### config.mk
export PLATFORM = sky130hd
export DESIGN_NAME = mrc_rights
export DESIGN_NICKNAME = d
export VERILOG_FILES = /design/src/rtl/mrc_pkg.sv /design/src/rtl/mrc_rights.sv
export SDC_FILE = /design/constraint.sdc
export NUM_CORES = 1
export LEC_CHECK = 0
export CAP_MARGIN = 20
export CORE_AREA = 8 8 45 47
export DETAILED_ROUTE_END_ITERATION = 10
export DIE_AREA = 0 0 53 55
export GPL_TIMING_DRIVEN = 0
export PLACE_DENSITY = 0.43
export RECOVER_POWER = 50
export SLEW_MARGIN = 20
export SYNTH_ARGS = -nofsm -noshare
export SYNTH_HDL_FRONTEND = slang
export SYNTH_SLANG_ARGS = --single-unit
### constraint.sdc
create_clock -name vclk -period 1.8
set_input_delay 0.54 -clock vclk [all_inputs]
set_output_delay 0.54 -clock vclk [all_outputs]
set_load 0.01 [all_outputs]
### src/rtl/mrc_pkg.sv
// Shared encodings for the memory access rights checker.
// Assumes a two-bit master code and a two-bit access kind code.
package mrc_pkg;
    localparam int NSEG = 3;
    localparam int SEGW = 2;

    typedef enum logic [1:0] {
        M_CPU  = 2'd0,
        M_DMA  = 2'd1,
        M_DBG  = 2'd2,
        M_RSVD = 2'd3
    } master_e;

    typedef enum logic [1:0] {
        K_READ  = 2'd0,
        K_WRITE = 2'd1,
        K_FETCH = 2'd2,
        K_RSVD  = 2'd3
    } kind_e;

    typedef struct packed {
        logic x;
        logic w;
        logic r;
    } perm_t;
endpackage

### src/rtl/mrc_rights.sv
// Combinational rights evaluation for one access. Applies the vector window
// override, then the isolated-IP master restriction, then segment bits.
module mrc_rights
    import mrc_pkg::*;
(
    input  logic [1:0]        master,
    input  logic [1:0]        kind,
    input  logic [SEGW-1:0]   seg_idx,
    input  logic              in_win,
    input  logic              in_ip,
    input  logic              mpu_en,
    input  logic [3*NSEG-1:0] seg_perm,
    output logic              allow
);
    perm_t perm_arr [NSEG];
    perm_t cur;
    logic  ok_r, ok_w, ok_x, legal, seg_ok;

    // Unpack the per-segment permission triples
    for (genvar s = 0; s < NSEG; s++) begin : g_perm
        assign perm_arr[s] = perm_t'(seg_perm[3*s +: 3]);
    end

    // Select permissions of the addressed segment
    always_comb begin
        cur = perm_arr[0];
        for (int s = 1; s < NSEG; s++)
            if (seg_idx == SEGW'(s)) cur = perm_arr[s];
    end

    // Effective segment rights with checking possibly off
    always_comb begin
        ok_r  = !mpu_en || cur.r;
        ok_w  = !mpu_en || cur.w;
        ok_x  = !mpu_en || cur.x;
        legal = (master != M_RSVD) && (kind != K_RSVD);
        case (kind)
            K_READ:  seg_ok = ok_r;
            K_WRITE: seg_ok = ok_w;
            K_FETCH: seg_ok = ok_x;
            default: seg_ok = 1'b0;
        endcase
    end

    // Final decision
    always_comb begin
        if (!legal) begin
            allow = 1'b0;
        end else if (in_win) begin
            case (kind)
                K_READ:  allow = 1'b1;
                K_WRITE: allow = ok_w;
                K_FETCH: allow = !in_ip;
                default: allow = 1'b0;
            endcase
        end else begin
            allow = seg_ok && !(in_ip && master != M_CPU);
        end
    end
endmodule

==> results of run 1 <==
==> power breakdown <==
group	switching [uW]	internal, uW	total (uW)	leakage [uW]
logic	32.7	49.9	82.6	0.000199
registers	0	0	0	0
clock network	0	0	0	0
==> stage by stage <==
stage / setup slack, ns / utilization
after detailed placement: -1.01 / 0.268
after floorplan: -0.0473 / -
after global routing: -0.205 / 0.293
after global placement: -1.05 / 0.268
final: -0.164 / 0.293
after CTS: -0.212 / 0.280
==> cell usage after synthesis <==
cell type / count / share of area
o22ai_1: 1 / 0.037
mux2i_1: 2 / 0.12
nor3_1: 1 / 0.029
a21oi_1: 4 / 0.12
nor2b_1: 2 / 0.074
buf_6: 1 / 0.066
nand2b_4: 1 / 0.081
nand2_1: 2 / 0.044
o211ai_1: 1 / 0.044
nor2_1: 1 / 0.022
a211oi_1: 1 / 0.044
inv_1: 4 / 0.088
a21oi_2: 1 / 0.051
a31oi_1: 2 / 0.074
o21ai_0: 1 / 0.029
nand3_1: 1 / 0.029
o32ai_1: 1 / 0.051
==> logic make-up (layout without fill, tap and decap cells) <==
| logic type | after synthesis | count (layout) | synth area share |
|---|---|---|---|
| AO/OA/AOI/OAI | 12 | 12 | 0.449 |
| AND/OR/NAND/NOR | 8 | 8 | 0.279 |
| buffers and inverters | 5 | 26 | 0.154 |
| multiplexers | 2 | 2 | 0.118 |
==> worst paths after layout <==
check	startpoint	end	slack (ns)	cells past startpoint
hold / removal	mpu_en	allow	1.40	3
setup / recovery	seg_idx[1]	allow	-0.16	7
==> metal layers <==
layer | up-vias | share of wire | global-route usage
li1 | 143 | - | -
met2 | 10 | 0.48 | 0.0664
met4 | 0 | 0 | 0
met1 | 104 | 0.43 | 0.0483
met3 | 0 | 0.084 | 0.0134
met5 | - | 0 | 0
==> cell type report <==
class	count	area, um^2
plain buffers	1	20.0
inverters	4	15.0
well taps	16	20.0
repair buffers	21	171
multi-input cells	22	179
fillers	164	978
==> cell usage in the layout, fill, tap and decap left out, types with 2 or more instances in the layout <==
master / count
dlygate4sd2_1: 8
inv_1: 3
a21oi_1: 3
clkbuf_2: 3
buf_4: 3
nand2_1: 2
a21oi_2: 2
a31oi_1: 2
mux2i_1: 2
clkdlybuf4s15_1: 2
buf_2: 2
==> what timing repair did <==
item / in CTS / in global routing
buffers inserted: 3 / 0
gates resized for setup: 36 / 12
pin swaps: 12 / 6
gates cloned: 0 / 0
hold endpoints to repair: 0 / 0
hold buffers: 0 / 0
setup endpoints to repair: 1 / 1
==> impl_metrics.csv, run 1 <==
group,metric,value,unit
detailed_routing,first_pass_iters,2,
logic_synthesis,netlist_area,170,um^2
critical_path,crit_type,"primary input to output port",
sta,final_hold_viol_count,0,
status,violations,"setup timing",
critical_path,cpLargestDelayFamily,"compound AO/OA/AOI/OAI gates",
cells_and_area,regArea,0,um^2
cells_and_area,seq_cells,0,
logic_synthesis,synthCells,27,
status,status,"finished with violations",
floorplanning,die_width,53,um
detailed_routing,drc,0,
floorplanning,ioPinCount,19,
sta,maxSlewHeadroom,0.877,
place,place_area,370,um^2
cells_and_area,clockBufferCount,0,
logic_synthesis,yosysWarnings,0,
floorplanning,die_height,55,um
critical_path,startpoint_type,"primary input",
sta,tightestPinTransition,0.183,ns
critical_path,worst-path-buf-inv,3,
place,place_inst,61,
sta,rsz0062_at_grt,"true",
sta,worst_slack,-0.164,ns
sta,timing.hold.ws,1.40,ns
floorplanning,initial_utilization,0.123,
grt,grt_pass1_wl,952,um
cells_and_area,area_delta_synth_final,138,%
sta,finalSetupTns,-0.164,ns
logic_synthesis,ys_types,17,
pwr,powerDensity,204,mW/mm^2
detailed_routing,routed_via_density,4.02,
sta,setup_violations,1,
grt,antenna_found_initial,0,
cells_and_area,n_antenna_cell,0,
detailed_routing,drtIter0Drc,1,
place,place.gp.congestion,0.743,
cells_and_area,fin_cells,64,
sta,period_minus_slack,1.96,ns
pwr,p_leak,0.000199,uW
place,io_buffer_count,18,
logic_synthesis,seq_area_frac_synth,0,
critical_path,worstPathRequired,1.26,ns
grt,track_usage,0.0387,
job,drv_cap,0,
floorplanning,core_area,0.00138,mm^2
cells_and_area,nets,68,
grt,first_global_vias,250,
grt,overflow,0,
sta,slew_violations,0,
pwr,fin_total_pwr,82.6,uW
floorplanning,num_rows,14,
logic_synthesis,syn_nets,45,
grt,grt_max_degree,8,
logic_synthesis,synth.avg_cell_area,6.30,um^2
critical_path,worstPathArrival,1.42,ns
detailed_routing,num_vias,257,
pwr,ir_drop,0.0601,mV
worst_hold_path,min_path_type,"primary input to output port",
critical_path,cpMaxStageDelayCell,"a21oi_1",
detailed_routing,wl,640,um
sta,post-route-period-util,1.09,
detailed_routing,postRouteAntennaNets,0,
floorplanning,dieArea,0.00292,mm^2
detailed_routing,wl_per_cell,10.0,um
cells_and_area,drive_gt1_frac,0.396,
cells_and_area,design_area,405,um^2
place,dp_hpwl,573,um
sta,fmax,0.509,GHz
critical_path,cp_cell_sequence,"buf_12 -> buf_4 -> mux2i_1 -> a21oi_1 -> o32ai_2 -> a31oi_1 -> buf_2",
critical_path,cp-end-kind,"output port",
critical_path,cp_max_fo,5,
critical_path,crit_path_max_incr_delay,0.17,ns
(Power assumes the default switching activity.)
==> run 2: changes to the inputs <==
Settings changed: GPL_TIMING_DRIVEN 0 to default, PLACE_DENSITY 0.43 to 0.51.
==> run 2 against run 1 <==
The flow still finishes with violations (setup timing). Die area stayed put. Wire length is 7.3% higher. Combinational power shrank 4.6%. Sequential share of layout area stayed put. Critical path type unchanged. Hold slack gained 0.030 ns. Design area shrank 2.5%.
==> impl_metrics.csv, run 2 (same netlist as run 1, synthesis figures left out) <==
group,metric,value,unit
status,status,"finished with violations",
status,violations,"setup timing",
grt,overflow,0,
cells_and_area,regArea,0,um^2
cells_and_area,seq_cells,0,
detailed_routing,routed_via_density,3.97,
pwr,ir_drop,0.0761,mV
sta,slew_violations,0,
sta,worst_slack,-0.174,ns
cells_and_area,nets,69,
sta,rsz0062_at_grt,"true",
cells_and_area,multi_input_area,161,um^2
grt,grt_pass1_wl,1060,um
floorplanning,dieArea,0.00292,mm^2
floorplanning,core_area,0.00138,mm^2
detailed_routing,first_pass_iters,2,
floorplanning,die_height,55,um
critical_path,cp_max_fo,1,
cells_and_area,mostFrequentLayoutCells,"dlygate4sd2_1 (10), inv_1 (4), a21oi_1 (4), buf_4 (4), clkdlybuf4s15_1 (3)",
cells_and_area,drive_gt1_frac,0.286,
critical_path,startpoint_type,"primary input",
critical_path,cp-end-kind,"output port",
detailed_routing,wl,687,um
cells_and_area,n_antenna_cell,0,
sta,setup_violations,1,
pwr,powerDensity,199,mW/mm^2
job,drv_cap,0,
grt,antenna_found_initial,0,
sta,post-route-period-util,1.10,
grt,track_usage,0.0436,
detailed_routing,drtIter0Drc,1,
sta,maxSlewHeadroom,0.853,
detailed_routing,drc,0,
worst_hold_path,min_to,"allow",
cells_and_area,clockBufferCount,0,
cells_and_area,nFillCells,161,
cells_and_area,area_delta_synth_final,132,%
floorplanning,ioPinCount,19,
cts,post-cts-setup-buffers,0,
critical_path,worstPathRequired,1.26,ns
worst_hold_path,min_from,"in_win",
sta,fmax,0.507,GHz
grt,grt_max_degree,8,
grt,first_global_vias,265,
place,place.gp.congestion,0.753,
critical_path,crit_type,"primary input to output port",
detailed_routing,postRouteAntennaNets,0,
floorplanning,initial_utilization,0.123,
cells_and_area,final_common_cell,"dlygate4sd2_1",
sta,tightestPinTransition,0.220,ns
floorplanning,die_width,53,um
detailed_routing,num_vias,258,
detailed_routing,wl_per_cell,10.6,um
sta,final_hold_viol_count,0,
critical_path,worstPathArrival,1.43,ns
floorplanning,num_rows,14,
pwr,p_leak,0.000193,uW
pwr,fin_total_pwr,78.8,uW
worst_hold_path,min_path_type,"primary input to output port",
sta,finalSetupTns,-0.174,ns
worst_hold_path,whs_path_depth,4,
sta,period_minus_slack,1.97,ns
place,io_buffer_count,19,
## run 2: where the power goes
group          total (uW)  internal [uW]  switching (uW)
Combinational        78.8           47.9            30.8
Clock                   0              0               0
Sequential              0              0               0
Total                78.8           47.9            30.8
## run 2: worst max path at each step
stage / depth (start not counted) / startpoint / end
final: 6 / seg_perm[7] / allow
after global routing: 7 / seg_idx[1] / allow
after CTS: 7 / seg_idx[1] / allow
after detailed placement: 8 / seg_idx[1] / allow
after global placement: 8 / seg_idx[1] / allow
after floorplan: 6 / seg_idx[1] / allow
## run 2: what timing repair did
| action | CTS | global route |
|---|---|---|
| endpoints found under the hold margin | 0 | 0 |
| endpoints found under the setup margin | 1 | 1 |
| gates resized for setup | 45 | 1 |
| hold buffers | 0 | 0 |
| cloned | 0 | 0 |
| pin swaps | 12 | 3 |
## run 2: metrics by stage
stage / instance area [um^2] / std cells / utilization / hold slack (ns) / setup WS (ns)
detailed placement: 399 / 65 / 0.288 / 2.12 / -1.05
global placement: 399 / 65 / 0.288 / 2.13 / -1.06
finish: 395 / 65 / 0.286 / 1.43 / -0.174
CTS: 400 / 65 / 0.289 / 1.51 / -0.188
global route: 395 / 65 / 0.286 / 1.48 / -0.265
floorplan: 170 / 27 / - / 1.19 / -0.0473
## run 2: worst max-delay path, cell delays in order
cell and delay [ns]:
dlygate4sd2_1 0.24, a211oi_2 0.22, a21oi_1 0.07, o211ai_1 0.16, a31oi_1 0.06, buf_2 0.15
## run 2: cell type report
class,instances,area share
inverters,4,0.0380
well taps,16,0.0506
multi-input cells,22,0.408
repair buffers,23,0.503
## run 2: per-layer routing
metal	track usage	wire length (um)	up-vias
li1	-	-	146
met1	0.0618	354	98
met2	0.0664	256	14
met3	0.0134	76	0
met4	0	0	0
met5	0	0	-
==> run 3: changes to the inputs <==
Settings changed: GPL_TIMING_DRIVEN from default to 0.
==> run 3 against run 2 <==
The run still ends with setup timing left. Critical path type unchanged. Flip-flop and latch count unchanged. Critical endpoint unchanged. Via count up 1.6%. Sequential share of layout area unchanged. Global-route usage down 0.16 points. Largest power group unchanged. Utilization up 0.090 points. Power up 3.5%.
==> impl_metrics.csv, run 3 (same netlist as run 1, synthesis figures left out) <==
group,metric,value,unit
status,status,"finished with violations",
status,violations,"setup timing",
cells_and_area,drive_gt1_frac,0.319,
place,place.gp.congestion,0.683,
critical_path,worstPathRequired,1.26,ns
sta,post-route-period-util,1.12,
floorplanning,die_height,55,um
cells_and_area,n_antenna_cell,0,
sta,period_minus_slack,2.02,ns
grt,overflow,0,
grt,first_global_vias,260,
critical_path,cp_max_fo,4,
critical_path,cpMaxStageDelayCell,"o32ai_1",
critical_path,startpoint_type,"primary input",
cells_and_area,final_common_cell,"dlygate4sd2_1",
job,drv_cap,0,
cells_and_area,nets,67,
grt,grt_util_met2,0.0547,
place,io_buffer_count,18,
cells_and_area,clockBufferCount,0,
floorplanning,initial_utilization,0.123,
critical_path,worstPathArrival,1.48,ns
grt,track_usage,0.0420,
floorplanning,dieArea,0.00292,mm^2
floorplanning,num_rows,14,
worst_hold_path,min_path_type,"primary input to output port",
floorplanning,core_area,0.00138,mm^2
cts,cts_hold_buf,0,
pwr,powerDensity,206,mW/mm^2
critical_path,cp_cell_sequence,"buf_12 -> buf_4 -> nand3_2 -> o22ai_1 -> o32ai_1 -> a31oi_1 -> buf_2",
critical_path,crit_path_max_incr_delay,0.28,ns
sta,final_hold_viol_count,0,
cells_and_area,mostFrequentLayoutCells,"dlygate4sd2_1 (7), clkdlybuf4s15_1 (4), inv_1 (3), a21oi_1 (3)",
grt,top_usage_layer,"met1",
cells_and_area,utilization,0.287,
sta,maxSlewHeadroom,0.835,
sta,setup_violations,1,
floorplanning,die_width,53,um
detailed_routing,routed_via_density,4.16,
grt,grt_pass1_wl,1040,um
detailed_routing,wl_per_cell,10.5,um
cells_and_area,area_delta_synth_final,133,%
grt,grt_max_degree,8,
floorplanning,ioPinCount,19,
detailed_routing,drtIter0Drc,1,
grt,grtUsageMet3,0.0160,
sta,worst_slack,-0.224,ns
place,place_ws,-1.07,ns
pwr,ir_drop,0.0631,mV
sta,fmax,0.494,GHz
place,dp_hpwl,566,um
pwr,p_leak,0.000184,uW
pwr,fin_total_pwr,81.5,uW
detailed_routing,postRouteAntennaNets,0,
worst_hold_path,whs_path_depth,4,
sta,slew_violations,0,
critical_path,cp-end-kind,"output port",
sta,rsz0062_at_grt,"true",
detailed_routing,first_pass_iters,2,
cells_and_area,nFillCells,162,
detailed_routing,drc,0,
detailed_routing,wl,661,um
cells_and_area,regArea,0,um^2
grt,grt_util_met1,0.0649,
cells_and_area,seq_cells,0,
sta,tightestPinTransition,0.247,ns
grt,antenna_found_initial,0,
detailed_routing,num_vias,262,
critical_path,crit_type,"primary input to output port",
[run 3: stage by stage]
stage | area, um^2 | hold slack [ns] | cells | setup TNS (ns)
global route | 397 | 1.49 | 63 | -0.279
CTS | 390 | 1.60 | 63 | -0.255
floorplan | 170 | 1.19 | 27 | -0.0473
global placement | 370 | 2.08 | 61 | -1.04
detailed placement | 370 | 2.10 | 61 | -1.07
finish | 397 | 1.45 | 63 | -0.224
[run 3: final timing paths]
check / startpoint / slack [ns] / to
hold / removal: in_win / 1.45 / allow
setup / recovery: seg_idx[1] / -0.22 / allow
[run 3: cell type report]
cell class                      instances  area, um^2  share of cell area
Multi-Input combinational cell         22         165               0.416
Timing Repair Buffer                   20         176               0.445
Tap cell                               16        20.0              0.0505
Inverter                                4        15.0              0.0379
Buffer                                  1        20.0              0.0505
[run 3: repair_timing]
action                                  4_1_cts  5_1_grt
endpoints found under the setup margin        1        1
buffers inserted                              2        0
gates resized for setup                      32       12
pin swaps                                    12        6
[run 3: metal layers]
layer	vias to the layer above	part of all wire
met5	-	0
met4	0	0
met3	0	0.13
met2	14	0.40
met1	108	0.47
li1	140	-
[run 3: power breakdown]
part	switching, uW	leakage (uW)	internal, uW	total, uW
sequential	0	0	0	0
clock	0	0	0	0
combinational	31.7	0.000184	49.8	81.5
[run 3: critical path: cells and delay by family]
kind                   cells  cell delay [ns]
and+or+nand+nor            1             0.06
AOI/OAI and AO/OA          3             0.48
buffers and inverters      3             0.40
